File: src/rtl/qfs_pkg.sv
// Package: shared control bundle for the quadrature output shaper.
// Assumes all fields are already registered where they are consumed.
package qfs_pkg;

    // Registered control pins, one bit each.
    typedef struct packed {
        logic acc_en_n;  // low = load serial word
        logic twos;      // high = two's complement
        logic par;       // high = parallel mode
        logic diag;      // high = phase view (with par)
    } qfs_ctl_t;

    localparam qfs_ctl_t QFS_CTL_RST = '{acc_en_n: 1'b1, twos: 1'b1, par: 1'b1, diag: 1'b0};

endpackage

File: src/rtl/qfs_in_stage.sv
// Module: input capture stage.
// Registers every control and data pin once, so downstream logic sees
// a coherent set of values. Assumes a synchronous active-low reset.
module qfs_in_stage
    import qfs_pkg::*;
#(
    parameter int SW = 16,
    parameter int PW = 28
) (
    input  logic          clk,
    input  logic          rst_n,
    input  logic [SW-1:0] sin_d,
    input  logic [SW-1:0] cos_d,
    input  logic [PW-1:0] ph_d,
    input  qfs_ctl_t      ctl_d,
    output logic [SW-1:0] sin_q,
    output logic [SW-1:0] cos_q,
    output logic [PW-1:0] ph_q,
    output qfs_ctl_t      ctl_q
);

    // Capture all pins on the rising edge.
    always_ff @(posedge clk) begin
        if (!rst_n) begin
            sin_q <= '0;
            cos_q <= '0;
            ph_q  <= '0;
            ctl_q <= QFS_CTL_RST;
        end else begin
            sin_q <= sin_d;
            cos_q <= cos_d;
            ph_q  <= ph_d;
            ctl_q <= ctl_d;
        end
    end

endmodule

File: src/rtl/qfs_word_sel.sv
// Module: word selection and format.
// Builds the word each lane loads: the formatted sample, or the phase
// slice when the diagnostic view is active in parallel mode.
// Assumes PW > SW and PW < 2*SW.
module qfs_word_sel
    import qfs_pkg::*;
#(
    parameter int SW = 16,
    parameter int PW = 28
) (
    input  logic [SW-1:0]         sin_w,
    input  logic [SW-1:0]         cos_w,
    input  logic [PW-1:0]         ph_w,
    input  qfs_ctl_t              ctl,
    output logic [1:0][SW-1:0]    word
);

    localparam int LOW_W = PW - SW;   // phase bits shown on cosine
    localparam int PAD_W = SW - LOW_W; // zero bits under them

    logic [1:0][SW-1:0] samp;
    logic [1:0][SW-1:0] diag_w;
    logic               use_diag;

    assign samp[0]   = sin_w;
    assign samp[1]   = cos_w;
    assign diag_w[0] = ph_w[PW-1:LOW_W];
    assign diag_w[1] = {ph_w[LOW_W-1:0], {PAD_W{1'b0}}};
    assign use_diag  = ctl.par & ctl.diag;

    // One selector per lane; sign bit flipped for offset binary.
    for (genvar g = 0; g < 2; g++) begin : g_lane_word
        always_comb begin
            if (use_diag) begin
                word[g] = diag_w[g];
            end else begin
                word[g] = {samp[g][SW-1] ^ ~ctl.twos, samp[g][SW-2:0]};
            end
        end
    end

endmodule

File: src/rtl/qfs_lane.sv
// Module: one output lane (sine or cosine).
// Holds a left-shifting register feeding the MSB-first stream and a
// right-shifting register feeding the LSB-first stream. In parallel
// mode both load every clock and the bus shows the whole word.
// Assumes out_par is aligned with the register contents.
module qfs_lane #(
    parameter int SW = 16
) (
    input  logic          clk,
    input  logic          rst_n,
    input  logic [SW-1:0] word,
    input  logic          ld,
    input  logic          out_par,
    output logic [SW-1:0] bus
);

    logic [SW-1:0] msb_q;
    logic [SW-1:0] lsb_q;

    // Load a new word, or shift: zeros in from the bottom, sign at top.
    always_ff @(posedge clk) begin
        if (!rst_n) begin
            msb_q <= '0;
            lsb_q <= '0;
        end else if (ld) begin
            msb_q <= word;
            lsb_q <= word;
        end else begin
            msb_q <= {msb_q[SW-2:0], 1'b0};
            lsb_q <= {lsb_q[SW-1], lsb_q[SW-1:1]};
        end
    end

    // Bus view: whole word, or the two stream taps with a zero middle.
    always_comb begin
        if (out_par) begin
            bus = msb_q;
        end else begin
            bus = {msb_q[SW-1], {(SW-2){1'b0}}, lsb_q[0]};
        end
    end

    // a load edge places the selected word in both registers
    p_load_r5: assert property (@(posedge clk) disable iff (!rst_n)
        ld |=> (msb_q == $past(word)) && (lsb_q == $past(word)));

    // without a load the MSB-first register moves up and fills with zero
    p_zero_fill_r6: assert property (@(posedge clk) disable iff (!rst_n)
        !ld |=> (msb_q[0] == 1'b0) && (msb_q[SW-1:1] == $past(msb_q[SW-2:0])));

    // without a load the LSB-first register keeps its sign bit
    p_sign_fill_r7: assert property (@(posedge clk) disable iff (!rst_n)
        !ld |=> (lsb_q[SW-1] == $past(lsb_q[SW-1])) && (lsb_q[SW-2:0] == $past(lsb_q[SW-1:1])));

endmodule

File: src/rtl/quad_out_shaper.sv
// Module: quadrature output formatter and serializer (top).
// Registers the pins, selects and formats the words, drives two lanes
// and the first-bit strobe. Output enables become valid flags.
// Assumes one clock domain and a synchronous active-low reset.
module quad_out_shaper
    import qfs_pkg::*;
#(
    parameter int SW = 16,
    parameter int PW = 28
) (
    input  logic          clk,
    input  logic          rst_n,
    input  logic [SW-1:0] sin_in,
    input  logic [SW-1:0] cos_in,
    input  logic [PW-1:0] phase_in,
    input  logic          acc_en_n,
    input  logic          twos_fmt,
    input  logic          par_mode,
    input  logic          diag_mode,
    input  logic          sin_oe_n,
    input  logic          cos_oe_n,
    output logic [SW-1:0] sin_out,
    output logic [SW-1:0] cos_out,
    output logic          word_strb_n,
    output logic          sin_vld,
    output logic          cos_vld
);

    qfs_ctl_t           ctl_d;
    qfs_ctl_t           ctl_r;
    logic [SW-1:0]      sin_r;
    logic [SW-1:0]      cos_r;
    logic [PW-1:0]      ph_r;
    logic [1:0][SW-1:0] word;
    logic [1:0][SW-1:0] bus;
    logic               ld;
    logic               out_par;

    assign ctl_d = '{acc_en_n: acc_en_n, twos: twos_fmt, par: par_mode, diag: diag_mode};

    qfs_in_stage #(.SW(SW), .PW(PW)) u_in (
        .clk   (clk),
        .rst_n (rst_n),
        .sin_d (sin_in),
        .cos_d (cos_in),
        .ph_d  (phase_in),
        .ctl_d (ctl_d),
        .sin_q (sin_r),
        .cos_q (cos_r),
        .ph_q  (ph_r),
        .ctl_q (ctl_r)
    );

    qfs_word_sel #(.SW(SW), .PW(PW)) u_sel (
        .sin_w (sin_r),
        .cos_w (cos_r),
        .ph_w  (ph_r),
        .ctl   (ctl_r),
        .word  (word)
    );

    // Parallel mode loads every clock; serial only on a low enable.
    assign ld = ctl_r.par | ~ctl_r.acc_en_n;

    for (genvar g = 0; g < 2; g++) begin : g_lane
        qfs_lane #(.SW(SW)) u_lane (
            .clk     (clk),
            .rst_n   (rst_n),
            .word    (word[g]),
            .ld      (ld),
            .out_par (out_par),
            .bus     (bus[g])
        );
    end

    // Track the mode of the lane contents and mark fresh serial words.
    always_ff @(posedge clk) begin
        if (!rst_n) begin
            out_par     <= 1'b1;
            word_strb_n <= 1'b1;
        end else begin
            out_par     <= ctl_r.par;
            word_strb_n <= ctl_r.par | ctl_r.acc_en_n;
        end
    end

    assign sin_out = bus[0];
    assign cos_out = bus[1];
    assign sin_vld = ~sin_oe_n;
    assign cos_vld = ~cos_oe_n;

    // the strobe never drops while the lanes hold parallel data
    p_strobe_par_r8: assert property (@(posedge clk) disable iff (!rst_n)
        out_par |-> word_strb_n);

    // a serial load edge is followed by a low strobe
    p_strobe_load_r8: assert property (@(posedge clk) disable iff (!rst_n)
        (!ctl_r.par && !ctl_r.acc_en_n) |=> !word_strb_n);

    // the middle bits stay zero in serial mode
    p_mid_zero_r9: assert property (@(posedge clk) disable iff (!rst_n)
        !out_par |-> (sin_out[SW-2:1] == '0) && (cos_out[SW-2:1] == '0));

    // in parallel mode the bus follows the captured sample in the next cycle
    p_par_follow_r4: assert property (@(posedge clk) disable iff (!rst_n)
        (ctl_r.par && !ctl_r.diag) |=> (sin_out[SW-2:0] == $past(sin_r[SW-2:0])));

endmodule

File: config.mk
export PLATFORM = sky130hd
export DESIGN_NAME = quad_out_shaper
export DESIGN_NICKNAME = d
export VERILOG_FILES = /design/src/rtl/qfs_pkg.sv /design/src/rtl/qfs_in_stage.sv /design/src/rtl/qfs_word_sel.sv /design/src/rtl/qfs_lane.sv /design/src/rtl/quad_out_shaper.sv
export SDC_FILE = /design/constraint.sdc
export NUM_CORES = 1
export LEC_CHECK = 0
export ABC_AREA = 1
export CAP_MARGIN = 0
export CORE_ASPECT_RATIO = 1.1
export CORE_UTILIZATION = 66
export CTS_CLUSTER_DIAMETER = 30
export CTS_CLUSTER_SIZE = 30
export DETAILED_ROUTE_END_ITERATION = 8
export DONT_BUFFER_PORTS = 1
export PLACE_DENSITY = 0.82
export SLEW_MARGIN = 20
export SYNTH_ARGS = -nofsm -noshare
export SYNTH_HDL_FRONTEND = slang
export SYNTH_SLANG_ARGS = --single-unit
File: constraint.sdc
create_clock -name clk -period 1.9 [get_ports clk]
set_input_delay 0.19 -clock clk [delete_from_list [all_inputs] [get_ports clk]]
set_output_delay 0.19 -clock clk [all_outputs]
set_load 0.05 [all_outputs]
==> results.yml, run 1 <==
yosys:
  ys_warn_count: 0
  synth_fp_nets: 691
  netlist.top_cell.by_area: "dfxtp_1"
  synth_area_um2: 4630
  synth_top_cell_area_share: 0.562
  synthTopCellsByArea: "dfxtp_1 56%, nand2_1 22%, inv_1 12%, nand3_2 2.2%, nand3_1 1.9%"
  yosysSeqAreaShare: 0.562
  avgSynthCellArea_um2: 7.43
  ys_seq_elements: 130
  synth_cell_types: 17
  syn_inst: 623
clocking:
  clock-sinks: 130
  clockRootBuffer: "clkbuf_8"
  cts_hold_buf: 114
  cts_buffer_depth: 2
  post_cts_buffers: 0
  cts_resized: 0
  cts_htree_levels: 4
  cts_buffers: 17
run_status:
  stop_stage: "clock tree synthesis"
  outcome: "did not finish"
  firstError: "[ERROR DPL-0038] Utilization greater than 100%, impossible to legalize"
floorplanning:
  die_h_um: 89.9
  start_util: 0.694
  ios: 103
  die_w_um: 81.9
  row_count: 31
place:
  gp_congestion: 0.825
  port_buffers: 0
  dpl.hpwl_um: 6000
  place_area_um2: 5190
==> through the flow <==
step / hold slack [ps] / cells / setup slack (ps)
3_5_place_dp: 291 / 715 / 360
3_3_place_gp: 288 / 715 / 439
2_1_floorplan: 288 / 623 / 646
==> cell usage after synthesis <==
cell      count
inv_1       147
o21ai_0       8
a21oi_4       1
nand2_2       1
buf_4         3
or2_2         3
inv_2         3
buf_6         2
dfxtp_1     130
nand3_1      18
clkbuf_1      6
mux2_2        2
buf_2        14
nor2_1        5
nand3_2      10
nand2_1     269
nor2_2        1
==> cell families after synthesis <==
family,Yosys count,synth area share
simple gates,307,0.270
buf+inv,175,0.151
flops,130,0.562
mux,2,0.00486
compound gates,9,0.0122
==> inputs of run 2 (changes only) <==
CORE_ASPECT_RATIO = unset   (was 1.1)
CORE_UTILIZATION = 40   (was 66)
CTS_CLUSTER_DIAMETER = unset   (was 30)
CTS_CLUSTER_SIZE = unset   (was 30)
PLACE_DENSITY = unset   (was 0.82)
PLACE_DENSITY_LB_ADDON = 0.15   (was unset)
==> run 2 against run 1 <==
The flow now finishes without violations. Synthesized cell count unchanged. Area after synthesis is the same.
==> results.yml, run 2 <==
worst_setup_path:
  reg2reg_setup_slack_ps: 470
  arrival_ps: 1440
  regToRegEndpoint: "g_lane[1].u_lane.lsb_q[4]"
  max_stage_delay_ps: 460
  path_class: "flip-flop to output pin"
  startpoint_type: "flip-flop"
  cp_data_required_time_ps: 1710
  worst-r2r-cell-count: 5
  endpoint_kind: "output pin"
  critPathMaxFanout: 14
  crit_chain: "buf_4 -> nand2_1 -> inv_1 -> buf_12"
  slowest_stage: "dfxtp_2"
  reg2reg_from: "u_in.ctl_q[1]"
final_layout:
  n_fill_cell: 967
  layout.cells.non_filler: 882
  layout_commonest_cell: "nand2_1"
  largestRegisters: "g_lane.u_lane.lsb_q (32), g_lane.u_lane.msb_q (32), u_in.ph_q (28)"
  final_cell_mix: "269 x nand2_1, 147 x inv_1, 129 x dfxtp_1"
  final_layout_size_suffix_gt1_frac: 0.119
  final_nets: 798
  syn_to_final_growth_pct: 44.9
  antennaDiodeCount: 0
clocking:
  post_cts_buffers: 0
  cts_htree_levels: 4
  clkLatencyLatePin_ps: 410
  cts_tree: "yes"
  cts_buffers: 17
  cts_buffer_depth: 2
  path_clk_slew_ps: 50
  clockRootBuffer: "clkbuf_16"
  clock-sinks: 130
place:
  gp_congestion: 0.748
  port_buffers: 0
  dpl.hpwl_um: 6090
  dp.cells: 772
yosys:
  netlist.top_cell.by_area: "dfxtp_1"
  synth_ff_type: "dfxtp_1"
  synth_top_cell_area_share: 0.562
  synthTopCellsByCount: "269 x nand2_1, 147 x inv_1, 130 x dfxtp_1"
  synth_area_um2: 4630
  synth-edff-count: 0
  ys_seq_elements: 130
  synth_cell_types: 17
  ys_warn_count: 0
  synthTopCellsByArea: "dfxtp_1 56%, nand2_1 22%, inv_1 12%, nand3_2 2.2%, nand3_1 1.9%"
  async_reset_ff_frac: 0
  yosysSeqAreaShare: 0.562
  synth_fp_nets: 691
  syn_inst: 623
  yosysMostFrequentCell: "nand2_1"
  avgSynthCellArea_um2: 7.43
floorplanning:
  dieArea_um2: 12000
  core-area_um2: 11100
  die_w_um: 110
  row_count: 38
  start_util: 0.418
  die_h_um: 110
  ios: 103
routing:
  viasPerCell: 4.13
  drtAntennaViolNets: 0
  drcViolationCount: 0
  wl_um: 9650
  drt_first_pass_iters: 4
  vias: 3647
  wl_per_cell_um: 10.9
  drt_iter0_markers: 159
worst_hold_path:
  whs_path_depth: 2
  hp-start: "rst_n"
  min_path_type: "input pin to flip-flop"
  hold_end: "word_strb_n"
timing:
  max_freq_mhz: 612
  hold_violations: 0
  slew_headroom: 0.654
  worst_slew_pin_slew_ps: 518
  rsz0062_at_grt: "no"
  tns_ps: 0
  fin_crit_ps: 1630
  period_share: 0.860
  skew_ps: 6.69
  drv_slew: 0
  hold_ws_ps: 99.4
  setup-violations-final: 0
power:
  clkPwrFrac: 0.471
  comb_power_share: 0.110
  peakVddDrop_uv: 819
  power.switching_mw: 1.66
  pwr-share-seq: 0.419
  internal_power_mw: 5.42
  swShare: 0.235
  p_leak_nw: 3.72
  finalPower_mw: 7.08
  p_per_area_nw_per_um2: 1060
global_routing:
  grt_usage: 0.178
  grt_pass1_vias: 3564
  grt_remaining_overflow: 0
  grt_start_max_net_pins: 58
  grt_antenna_before_repair: 0
  grt_first_pass_wirelength_um: 15900
job:
  max_cap_viol_count: 0
run_status:
  outcome: "complete, no violations"
==> run 2: cell counts after synthesis <==
Identical to the previous run, type by type.
==> run 2: kinds of logic (layout without fill, tap and decap cells) <==
kind of cell / after synthesis / after routing / synth area share
simple gates: 307 / 307 / 0.270
flops: 130 / 130 / 0.562
compound gates: 9 / 9 / 0.0122
buf+inv: 175 / 294 / 0.151
mux: 2 / 2 / 0.00486
==> run 2: what timing repair did <==
action / CTS / global route
setup endpoints to repair: 0 / 13
hold endpoints to repair: 66 / 0
resized for setup: 0 / 1
hold buffers: 79 / 0
==> run 2: how the worst max path moves through the flow <==
stage | startpoint | to | slack [ps] | cells past startpoint
after floorplan | out_par | cos_out[11] | 650 | 4
after global placement | out_par | cos_out[8] | 470 | 4
after detailed placement | u_in.ctl_q[1] | g_lane[1].u_lane.msb_q[7] | 450 | 5
after CTS | out_par | cos_out[11] | 20 | 4
after global routing | out_par | cos_out[1] | 170 | 4
final | out_par | cos_out[11] | 270 | 4
==> run 2: through the flow <==
step | utilization | worst slack, ps | instance area (um2)
6_report | 0.606 | 266 | 6710
4_1_cts | 0.606 | 19.1 | 6710
2_1_floorplan | - | 646 | 4630
5_1_grt | 0.606 | 167 | 6710
3_3_place_gp | 0.478 | 473 | 5290
3_5_place_dp | 0.478 | 453 | 5290
==> run 2: layout make-up <==
class	count	area [um2]	share of cell area
Tap cell	140	175	0.0261
Multi-Input combinational cell	318	1330	0.199
Clock inverter	11	150	0.0224
Inverter	150	563	0.0839
Clock buffer	20	467	0.0695
Sequential cell	130	2600	0.388
Timing Repair Buffer	113	1420	0.211
==> run 2: power by group through the flow <==
stage               Clock [mW]  Combinational, mW  Sequential (mW)
finish                    3.33              0.782             2.97
global route              3.50              0.860             2.98
CTS                       3.39              0.788             2.97
detailed placement           0              0.640             3.03
global placement             0              0.634             3.03
floorplan                    0              0.441             2.99
==> run 2: critical path, delay by kind of cell (launching register included) <==
family	cells	cell delay [ps]
and+or+nand+nor	1	80
buffers and inverters	3	490
DFF	1	460
==> run 2: per-layer routing <==
metal / routed length, um / track usage / share of wire / up-vias
li1: - / - / - / 1967
met1: 4260 / 0.204 / 0.44 / 1564
met4: 195 / 0.0876 / 0.020 / 0
met5: 0 / 0 / 0 / -
met3: 630 / 0.0563 / 0.065 / 18
met2: 4570 / 0.298 / 0.47 / 98
No activity file was read; power rests on OpenSTA's default activity.
==> inputs of run 3 (changes only) <==
SYNTH_HIERARCHICAL = 1   (was unset)
==> run 3 against run 2 <==
The flow now finishes with violations (DRC). First-iteration DRC count up 19%. Sequential share of layout area fell by 3.3 points. Worst hold slack got worse by 32 ps. Synthesized cell count unchanged. Largest power group unchanged. Critical path type is now flip-flop to flip-flop. Clock skew shrank 0.90 ps. Sequential cell count unchanged. Sequential power hardly changed.
==> results.yml, run 3 <==
run_status:
  outcome: "finished, violations left"
  violations: "DRC"
yosys:
  ys_warn_count: 6
  avgSynthCellArea_um2: 7.79
  netlist.top_cell.by_area: "dfxtp_1"
  synth_top_cell_area_share: 0.536
  synth_area_um2: 4860
  synth_fp_nets: 691
  yosysMostFrequentCell: "nand2_1"
  synth_cell_types: 14
  synthTopCellsByArea: "dfxtp_1 54%, nand2_1 19%, nand3_1 9.1%, inv_1 8.2%, buf_6 4.9%"
  async_reset_ff_frac: 0
  synth.mux.area_fraction: 0
  synth-xor-area-share: 0
  synth-edff-count: 0
  synth_compound_area_frac: 0.00206
  yosysSeqAreaShare: 0.536
  syn_inst: 623
  yosys.area_share.adder: 0
  synth_ff_type: "dfxtp_1"
  synth_top_family_by_area: "simple AND/OR/NAND/NOR gates"
  yosys.area_share.simple: 0.299
  ys_seq_elements: 130
  synthTopCellsByCount: "242 x nand2_1, 130 x dfxtp_1, 106 x inv_1"
worst_setup_path:
  worst-r2r-cell-count: 7
  reg2reg_setup_slack_ps: 180
  arrival_ps: 2020
  max_stage_delay_ps: 560
  critPathMaxFanout: 34
  slowest_stage: "dlygate4sd3_1"
  path_class: "flip-flop to flip-flop"
  startpoint_type: "flip-flop"
  cp_data_required_time_ps: 2200
  crit_top_cell: "nand2_1"
  reg2reg_from: "u_in/ctl_q[1]"
  endpoint_kind: "flip-flop"
  crit_chain: "inv_1 -> nand2_1 -> buf_12 -> inv_6 -> nand3_1 -> dlygate4sd3_1 -> nand2_1"
  regToRegEndpoint: "g_lane[0].u_lane/msb_q[13]"
final_layout:
  final_area_um2: 7330
  syn_to_final_growth_pct: 51.0
  n_fill_cell: 984
  final_layout_size_suffix_gt1_frac: 0.0972
  largestRegisters: "g_lane.u_lane/lsb_q (32), g_lane.u_lane/msb_q (32), u_in/ph_q (28)"
  final_cell_mix: "242 x nand2_1, 139 x dlygate4sd3_1, 130 x dfxtp_1"
  final_nets: 847
  layout_commonest_cell: "nand2_1"
  fin_util: 0.631
  antennaDiodeCount: 0
  layout.cells.non_filler: 935
timing:
  drv_slew: 0
  hold_violations: 0
  slew_headroom: 0.564
  fin_crit_ps: 1720
  max_freq_mhz: 582
  rsz0062_at_grt: "no"
  period_share: 0.905
  tns_ps: 0
  worst_slew_pin_slew_ps: 653
  skew_ps: 5.79
  setup-violations-final: 0
clocking:
  clockRootBuffer: "clkbuf_16"
  cts_tree: "yes"
  clock-sinks: 130
  cts_htree_levels: 4
  cts_buffers: 17
  clkLatencyLatePin_ps: 410
  path_clk_slew_ps: 50
  cts_buffer_depth: 2
  post_cts_buffers: 0
routing:
  drcViolationCount: 6
  viasPerCell: 4.49
  wl_per_cell_um: 12.2
  drt_iter0_markers: 189
  vias: 4198
  drtAntennaViolNets: 0
  wl_um: 11400
  drt_first_pass_iters: 7
floorplanning:
  dieArea_um2: 12600
  core-area_um2: 11600
  ios: 103
  die_h_um: 112
  start_util: 0.418
  row_count: 39
  die_w_um: 112
power:
  clkPwrFrac: 0.467
  p_per_area_nw_per_um2: 956
  finalPower_mw: 7.01
  swShare: 0.225
  power.switching_mw: 1.58
  internal_power_mw: 5.43
  peakVddDrop_uv: 686
  p_leak_nw: 3.86
  pwr-share-seq: 0.420
  comb_power_share: 0.113
place:
  gp_congestion: 0.779
  dpl.hpwl_um: 6370
  port_buffers: 0
  place_area_um2: 5300
  dp.cells: 763
global_routing:
  grt_first_pass_wirelength_um: 19200
  grt_pass1_vias: 4233
  grt_usage: 0.197
  grt_remaining_overflow: 0
  grt_start_max_net_pins: 81
  grt_antenna_before_repair: 0
worst_hold_path:
  whs_path_depth: 2
  hp-start: "rst_n"
  min_path_type: "input pin to flip-flop"
  hold_end: "g_lane[1].u_lane/lsb_q[15]"
job:
  max_cap_viol_count: 0
[run 3: cell count changes after synthesis, moves of 10 or more]
cell,before,now
buf_2,14,0
buf_4,3,13
buf_6,2,21
inv_1,147,106
nand2_1,269,242
nand3_1,18,88
[run 3: logic make-up after synthesis]
| logic type | Yosys count |
|---|---|
| AND/OR/NAND/NOR | 345 |
| AO/OA/AOI/OAI | 2 |
| flip-flops | 130 |
| buffers and inverters | 146 |
[run 3: final cells by class]
cell class | instances | area [um2] | share of cell area
Timing Repair Buffer | 174 | 2060 | 0.281
Clock inverter | 9 | 129 | 0.0176
Tap cell | 143 | 179 | 0.0244
Inverter | 109 | 419 | 0.0572
Multi-Input combinational cell | 347 | 1460 | 0.199
Clock buffer | 23 | 478 | 0.0652
Sequential cell | 130 | 2600 | 0.355
[run 3: timing repair]
item | CTS | global route
endpoints found under the hold margin | 130 | 0
hold buffers | 140 | 0
setup endpoints to repair | 0 | 2
resized for setup | 0 | 2
[run 3: worst max-delay path by stage]
stage / slack [ps] / cells past startpoint / start / endpoint
global route: 20 / 7 / u_in/ctl_q[1] / g_lane[0].u_lane/msb_q[13]
CTS: 160 / 7 / u_in/ctl_q[1] / g_lane[0].u_lane/msb_q[15]
detailed placement: 510 / 6 / u_in/ctl_q[1] / g_lane[1].u_lane/msb_q[15]
global placement: 550 / 6 / u_in/ctl_q[1] / g_lane[1].u_lane/msb_q[15]
finish: 180 / 7 / u_in/ctl_q[1] / g_lane[0].u_lane/msb_q[13]
floorplan: 180 / 1 / out_par / cos_out[0]
[run 3: metal layers]
layer	track usage	wire [um]
met1	0.241	5330
met2	0.328	5370
met3	0.0470	534
met4	0.0924	213
met5	0	0
[run 3: power by group through the flow]
stage               clock network, mW  logic (mW)  registers [mW]
detailed placement                  0       0.552            3.00
global placement                    0       0.546            3.00
floorplan                           0       0.454            2.97
CTS                              3.35       0.784            2.94
finish                           3.27       0.792            2.95
global route                     3.47       0.859            2.96
[run 3: worst max-delay path: cells and delay by family (launching register included)]
family,cells,cell delay (ps)
buffers and inverters,4,990
and+or+nand+nor,3,240
DFF,1,360
[run 3: stage by stage]
stage | hold WS, ps | worst slack [ps]
after global routing | 30.7 | 23.8
final | 67.0 | 180
after detailed placement | 274 | 510
after floorplan | 259 | 183
after global placement | 274 | 551
after CTS | 2.24 | 155
==> inputs of run 4 (changes only) <==
==> constraint.sdc (replaced) <==
create_clock -name clk -period 1.9 [get_ports clk]
set_input_delay 0.38 -clock clk [delete_from_list [all_inputs] [get_ports clk]]
set_output_delay 0.38 -clock clk [all_outputs]
set_load 0.05 [all_outputs]
==> run 4 against run 3 <==
The run still ends with DRC left. Via count decreased by 16%. Die area unchanged. Utilization decreased by 13 points. Maximum frequency decreased by 2.9%. Sequential share of layout area increased by 9.1 points. Largest power group unchanged.
==> results.yml, run 4 (synthesized netlist as in run 3, its figures left out) <==
routing:
  drtAntennaViolNets: 0
  viasPerCell: 4.47
  vias: 3543
  wl_um: 9360
  drcViolationCount: 6
  drt_iter0_markers: 192
  drt_first_pass_iters: 6
  wl_per_cell_um: 11.8
global_routing:
  grt_pass1_vias: 3486
  grt_usage: 0.163
  grt_antenna_before_repair: 0
  grt_start_max_net_pins: 159
  grt_remaining_overflow: 0
  grt_first_pass_wirelength_um: 15900
floorplanning:
  die_h_um: 112
  ios: 103
  dieArea_um2: 12600
  die_w_um: 112
  core-area_um2: 11600
  row_count: 39
  start_util: 0.418
timing:
  drv_slew: 0
  skew_ps: 10.4
  worst_slew_pin_slew_ps: 598
  fin_crit_ps: 1770
  rsz0062_at_grt: "no"
  setup-violations-final: 0
  hold_violations: 0
  max_freq_mhz: 565
  tns_ps: 0
  period_share: 0.932
  slew_headroom: 0.601
  timing.final.ws_setup_ps: 129
worst_setup_path:
  cp_data_required_time_ps: 1520
  path_class: "flip-flop to output pin"
  crit_end: "cos_out[0]"
  endpoint_kind: "output pin"
  regToRegEndpoint: "g_lane[1].u_lane/lsb_q[15]"
  arrival_ps: 1390
  reg2reg_from: "u_in/ctl_q[1]"
  worst-r2r-cell-count: 6
  crit_path_start: "out_par"
  reg2reg_setup_slack_ps: 480
  critPathMaxFanout: 32
  startpoint_type: "flip-flop"
clocking:
  clkLatencyLatePin_ps: 410
  cts_tree: "yes"
  clockRootBuffer: "clkbuf_16"
  cts_buffers: 17
  path_clk_slew_ps: 50
  cts_hold_buf: 0
  clock-sinks: 130
  cts_htree_levels: 4
  cts_buffer_depth: 2
final_layout:
  fin_util: 0.503
  antennaDiodeCount: 0
  syn_to_final_growth_pct: 20.3
  final_layout_size_suffix_gt1_frac: 0.117
  seqCellArea_um2: 2600
  final_cell_mix: "242 x nand2_1, 130 x dfxtp_1, 106 x inv_1"
  final_area_um2: 5840
  layout_commonest_cell: "nand2_1"
  multi_input_area_um2: 1460
  n_fill_cell: 1177
  final_nets: 706
  largestRegisters: "g_lane.u_lane/lsb_q (32), g_lane.u_lane/msb_q (32), u_in/ph_q (28)"
place:
  port_buffers: 0
  gp_congestion: 0.776
  dp_slack_ps: 470
  dpl.hpwl_um: 6180
  place_area_um2: 5290
power:
  p_leak_nw: 3.35
  p_per_area_nw_per_um2: 1100
  comb_power_share: 0.085
  peakVddDrop_uv: 610
  pwr-share-seq: 0.457
  swShare: 0.243
  clkPwrFrac: 0.458
  internal_power_mw: 4.87
  power.switching_mw: 1.56
run_status:
  outcome: "finished, violations left"
  violations: "DRC"
worst_hold_path:
  whs_path_depth: 1
  min_path_type: "input pin to flip-flop"
job:
  max_cap_viol_count: 0
==> run 4: cell types whose count changed in the layout (fill, tap and decap cells not counted), sizes merged <==
cell	change
dlygate4sd3	-139
clkbuf	-5
clkinvlp	+3
bufinv	-2
buf	-2
clkinv	+1
inv	+2
==> run 4: power by group through the flow <==
stage	logic, mW	clock network [mW]	registers [mW]
2_1_floorplan	0.454	0	2.97
5_1_grt	0.601	3.14	2.95
4_1_cts	0.553	3.02	2.94
3_3_place_gp	0.545	0	3.00
3_5_place_dp	0.551	0	3.00
6_report	0.546	2.95	2.94
==> run 4: timing repair <==
item,CTS,global route
gates resized for setup,0,1
setup buffers,0,0
setup endpoints to repair,0,2
==> run 4: metrics by stage <==
step,hold WS (ps),power (mW),instances
2_1_floorplan,406,3.43,623
3_3_place_gp,422,3.54,762
3_5_place_dp,435,3.55,762
4_1_cts,31.1,6.51,793
5_1_grt,26.7,6.70,793
6_report,47.9,6.44,793
==> run 4: worst min-delay path by stage <==
stage                                         start                         to  slack (ps)
after CTS                                     rst_n              u_in/ctl_q[2]          30
after global placement                u_in/ctl_q[3]                word_strb_n         420
after floorplan                       u_in/ctl_q[3]                word_strb_n         410
after detailed placement  g_lane[1].u_lane/lsb_q[5]  g_lane[1].u_lane/lsb_q[4]         440
after global routing                          rst_n              u_in/ctl_q[2]          30
final                                         rst_n              u_in/ctl_q[3]          50
==> run 4: routing by layer <==
metal | wire length [um] | track usage
met5 | 0 | 0
met4 | 138 | 0.0898
met3 | 491 | 0.0475
met2 | 4050 | 0.247
met1 | 4680 | 0.207
==> run 4: cell type report <==
cell class              instances  share of cell area
clock buffers                  18              0.0735
inverters                     109              0.0709
well taps                     143              0.0306
multi-input cells             347               0.250
repair buffers                 33               0.109
clock inverters                13              0.0195
flip-flops and latches        130               0.446
==> run 4: critical path: stages, from the launching register on <==
cell     delay, ps
dfxtp_1        320
buf_6          240
nand2_1         80
o21ai_1        150
buf_12         170
